### src/rtl/wdog_two_stage.sv
module wdog_two_stage #(
  parameter int CNT_W    = 10,
  parameter int DW       = 16,
  parameter int MIN_INIT = 4,
  parameter int RST_INIT = 4
) (
  input  logic          clk,
  input  logic          rst_n,
  input  logic          tick,
  input  logic [2:0]    addr,
  input  logic [DW-1:0] wdata,
  input  logic          we,
  output logic [DW-1:0] rdata,
  output logic          rst_req
);
  localparam int SPW = DW - CNT_W;

  logic [CNT_W-1:0] cnt, init_q;
  logic [SPW-1:0]   spare;
  logic             halt, noreb, sto1, sto2, boot;

  wire wr_kick = we && addr == 3'd0 && wdata == DW'(1);
  wire wr_init = we && addr == 3'd1;
  wire wr_s1   = we && addr == 3'd2;
  wire wr_s2   = we && addr == 3'd3;
  wire wr_ctl  = we && addr == 3'd4;
  wire run     = tick && !halt && !wr_kick;
  wire expire  = run && cnt == '0;

  always_ff @(posedge clk) begin
    if (!rst_n) begin
      cnt     <= CNT_W'(RST_INIT);
      init_q  <= CNT_W'(RST_INIT);
      spare   <= '0;
      halt    <= 1'b1;
      noreb   <= 1'b1;
      sto1    <= 1'b0;
      sto2    <= 1'b0;
      boot    <= 1'b1;
      rst_req <= 1'b0;
    end else begin
      rst_req <= expire && sto1 && !sto2 && !noreb;
      if (wr_kick)     cnt <= init_q;
      else if (expire) cnt <= init_q;
      else if (run)    cnt <= cnt - 1'b1;
      if (wr_init) begin
        spare <= wdata[DW-1:CNT_W];
        if (wdata[CNT_W-1:0] >= CNT_W'(MIN_INIT)) init_q <= wdata[CNT_W-1:0];
      end
      if (wr_ctl) begin
        halt  <= wdata[11];
        noreb <= wdata[0];
      end
      sto1 <= expire || (sto1 && !(wr_s1 && wdata[3]));
      sto2 <= (expire && sto1) || (sto2 && !(wr_s2 && wdata[1]));
      boot <= boot && !(wr_s2 && wdata[2]);
    end
  end

  always_comb begin
    rdata = '0;
    case (addr)
      3'd0: rdata[CNT_W-1:0] = cnt;
      3'd1: rdata = {spare, init_q};
      3'd2: rdata[3] = sto1;
      3'd3: begin rdata[1] = sto2; rdata[2] = boot; end
      3'd4: begin rdata[11] = halt; rdata[0] = noreb; end
      default: rdata = '0;
    endcase
  end


  pulse_single_chk: assert property (@(posedge clk) disable iff (!rst_n)
    rst_req |=> !rst_req);

  no_reboot_gate_chk: assert property (@(posedge clk) disable iff (!rst_n)
    rst_req |-> !$past(noreb));

  pulse_flag_chk: assert property (@(posedge clk) disable iff (!rst_n)
    rst_req |-> sto2 && sto1);

  halt_hold_chk: assert property (@(posedge clk) disable iff (!rst_n)
    halt && !wr_kick |=> $stable(cnt));

  init_floor_chk: assert property (@(posedge clk) disable iff (!rst_n)
    init_q >= CNT_W'(MIN_INIT));

  expiry_reload_chk: assert property (@(posedge clk) disable iff (!rst_n)
    expire |=> cnt == $past(init_q));
endmodule

### config.mk
export PLATFORM = sky130hd
export DESIGN_NAME = wdog_two_stage
export DESIGN_NICKNAME = d
export VERILOG_FILES = /design/src/rtl/wdog_two_stage.sv
export SDC_FILE = /design/constraint.sdc
export NUM_CORES = 1
export LEC_CHECK = 0
export BUFFER_PORTS_ARGS = -buffer_cell sky130_fd_sc_hd__buf_4
export CAP_MARGIN = 0
export CELL_PAD_IN_SITES_DETAIL_PLACEMENT = 1
export CELL_PAD_IN_SITES_GLOBAL_PLACEMENT = 2
export CORE_UTILIZATION = 30
export CTS_BUF_LIST = sky130_fd_sc_hd__clkbuf_16
export DETAILED_ROUTE_END_ITERATION = 8
export HOLD_SLACK_MARGIN = 0.1
export PLACE_DENSITY_LB_ADDON = 0.1
export SLEW_MARGIN = 20
export SYNTH_ARGS = -nofsm -noshare
export SYNTH_HDL_FRONTEND = slang
export SYNTH_SLANG_ARGS = --single-unit
### constraint.sdc
create_clock -name clk -period 4.05 [get_ports clk]
set_input_delay 0.405 -clock clk [delete_from_list [all_inputs] [get_ports clk]]
set_output_delay 0.405 -clock clk [all_outputs]
set_load 0.02 [all_outputs]
==> impl_metrics.ini <==
[status]
outcome = finished, final reports clean

[flow_run]
drv_cap = 0

[detailed_routing]
vias = 1768
drt_iter0_drc = 71
dr.pass1.iters = 4
wl_per_cell_um = 17.4
drc = 0
ant_nets = 0
vias_per_cell = 5.34
finalWirelength_um = 5760

[critical_path]
cp.required_ns = 4.17
cp-start-kind = flip-flop
arrival_ns = 2.68
endpoint_kind = flip-flop
worstSetupPathType = reg -> reg
path_max_fanout = 7

[clock_tree]
clk_latency_ns = 0.28
cts_hold_buf = 0
cts.path.max_buffers = 2
cts.sinks = 32
cts_resized = 0
cts_setup_buffers = 0
cts_max_level = 2
cts_made_buffers = 5
tritoncts = done
cts_root_buf = clkbuf_16
clk_pin_slew_ns = 0.06

[yosys]
synth.top_cell.area_share_pct = 35.9
async_flop_share_pct = 0
synth_cells = 222
syn_nets = 246
ys_ff_latch = 32
ys.flop_type = dfxtp_1
ys_types = 41
synth-seq-area-share_pct = 35.9
netlist_area_um2 = 1790
yosysWarnings = 0
synth_top_cell_by_area = dfxtp_1
avgSynthCellArea_um2 = 8.04
ys_top_cells_by_area = dfxtp_1, mux2i_1, nor2_1
synth_edf_count = 0

[floorplan]
die_y_um = 79.1
rows = 27
core_um2 = 5610
initial_core_util_pct = 31.8
die-area_um2 = 6260
die_x_um = 79.1
io_pins = 40

[pwr]
vdd_ir_drop_max_uv = 152
p_per_area_nw_per_um2 = 334
p_leak_uw = 0.000879

[sta]
fin_skew_ns = 0.00569
tns_ns = 0
period_share_pct = 63.2
fmax_mhz = 391
slew_viol_final = 0
worst_slack_ns = 1.49
tightest_slew_ns = 0.929
min_period_ns = 2.56
finalSetupViolations = 0
hold_violations = 0
rsz0062_at_grt = false
slew_headroom_pct = 38.0

[finish]
regArea_um2 = 641
nets = 282
syn2layout_area_growth_pct = 27.2
multi_input_area_um2 = 1080
num-fill-cells = 697
n_antenna_cell = 0
design_area_um2 = 2270
drive_gt1_share_pct = 21.2

[global_routing]
grt_pass1_wl_um = 9200
grt_max_degree = 26
grt_overflow = 0
grt_pass1_vias = 1631
grtUsageTotal_pct = 19.3
antenna_found_initial = 0

[placement]
placed_area_um2 = 2130
hpwl_um = 4140
pre_cts_slack_ns = 1.51
numPortBuffers = 39
place.gp.congestion = 0.780

[min_path]
hold_path_class = in -> reg
## synth_stat cells (2+ instances only)
library cell / n
nand3_1: 6
nand4_1: 5
nand2_1: 24
a31oi_1: 4
inv_1: 6
or2_2: 3
nor2_1: 33
nor2b_1: 3
nor4_1: 5
mux2i_1: 24
o21ai_0: 8
o22ai_1: 2
dfxtp_1: 32
a22oi_1: 5
nor3_1: 5
xor2_1: 2
and3_1: 7
clkbuf_1: 9
a21oi_1: 14
nor4b_1: 4
## flip-flops by register name, indices dropped and copies added, names as in the netlist
signal,count
boot,1
cnt,10
halt,1
init_q,10
noreb,1
rst_req,1
spare,6
sto1,1
sto2,1
## final timing paths
kind	depth (start not counted)	to	from	slack, ns
setup / recovery	7	cnt[7]	cnt[0]	1.49
hold / removal	2	boot	rst_n	0.36
setup reg to reg	7	cnt[7]	cnt[0]	1.49
hold reg to reg	2	boot	boot	0.45
## per-layer routing
metal / wire length, µm / GRT usage [%] / up-vias
met5: 0 / 0 / -
met4: 57 / 4.91 / 0
met3: 212 / 3.68 / 6
met2: 2400 / 27.1 / 35
met1: 3090 / 29.6 / 853
li1: - / - / 874
## cell usage in the layout, fill, tap and decap left out, types with 2 or more instances in the layout
master     instances
a21oi_1           14
a22oi_1            5
a31oi_1            4
and3_1             7
buf_4             39
clkbuf_16          5
dfxtp_1           32
inv_1              7
mux2i_1           24
nand2_1           24
nand3_1            6
nand4_1            5
nor2_1            33
nor2b_1            3
nor3_1             5
nor4_1             5
nor4b_1            4
o21ai_0            8
o22ai_1            2
or2_2              3
xor2_1             2
## stage by stage
stage | total power, µW | util [%] | std cells | hold slack, ns
floorplan | 364 | - | 222 | 0.421
global placement | 402 | 38.0 | 323 | 0.430
detailed placement | 403 | 38.0 | 323 | 0.438
CTS | 768 | 40.5 | 331 | 0.362
global route | 792 | 40.5 | 331 | 0.359
finish | 758 | 40.5 | 331 | 0.359
## cell families after synthesis
logic type	count (synthesis)	synth area share (%)
simple gates	106	30.5
compound gates	40	14.6
flops	32	35.9
mux	24	13.5
buf+inv	16	3.36
xor+xnor	3	1.47
fa+ha+maj	1	0.701
## layout make-up
| type | instances | area share, % |
|---|---|---|
| Multi-Input combinational cell | 174 | 47.8 |
| Clock buffer | 5 | 5.51 |
| Sequential cell | 32 | 28.2 |
| Timing Repair Buffer | 39 | 12.9 |
| Inverter | 6 | 0.992 |
| Tap cell | 72 | 3.97 |
| Clock inverter | 3 | 0.661 |
## where the power goes
group | switching (µW) | internal (µW) | total [µW]
logic | 41.4 | 30.0 | 71.4
registers | 4.17 | 320 | 324
clock network | 140 | 223 | 363
## critical path: stages, from the launching register on
cell and delay, ns:
dfxtp_1 0.37, inv_1 0.08, ha_1 0.16, or4b_4 0.51
or4_4 0.55, o32ai_4 0.39, mux2i_1 0.28, a21oi_2 0.07
No activity file was read; power rests on OpenSTA's default activity.
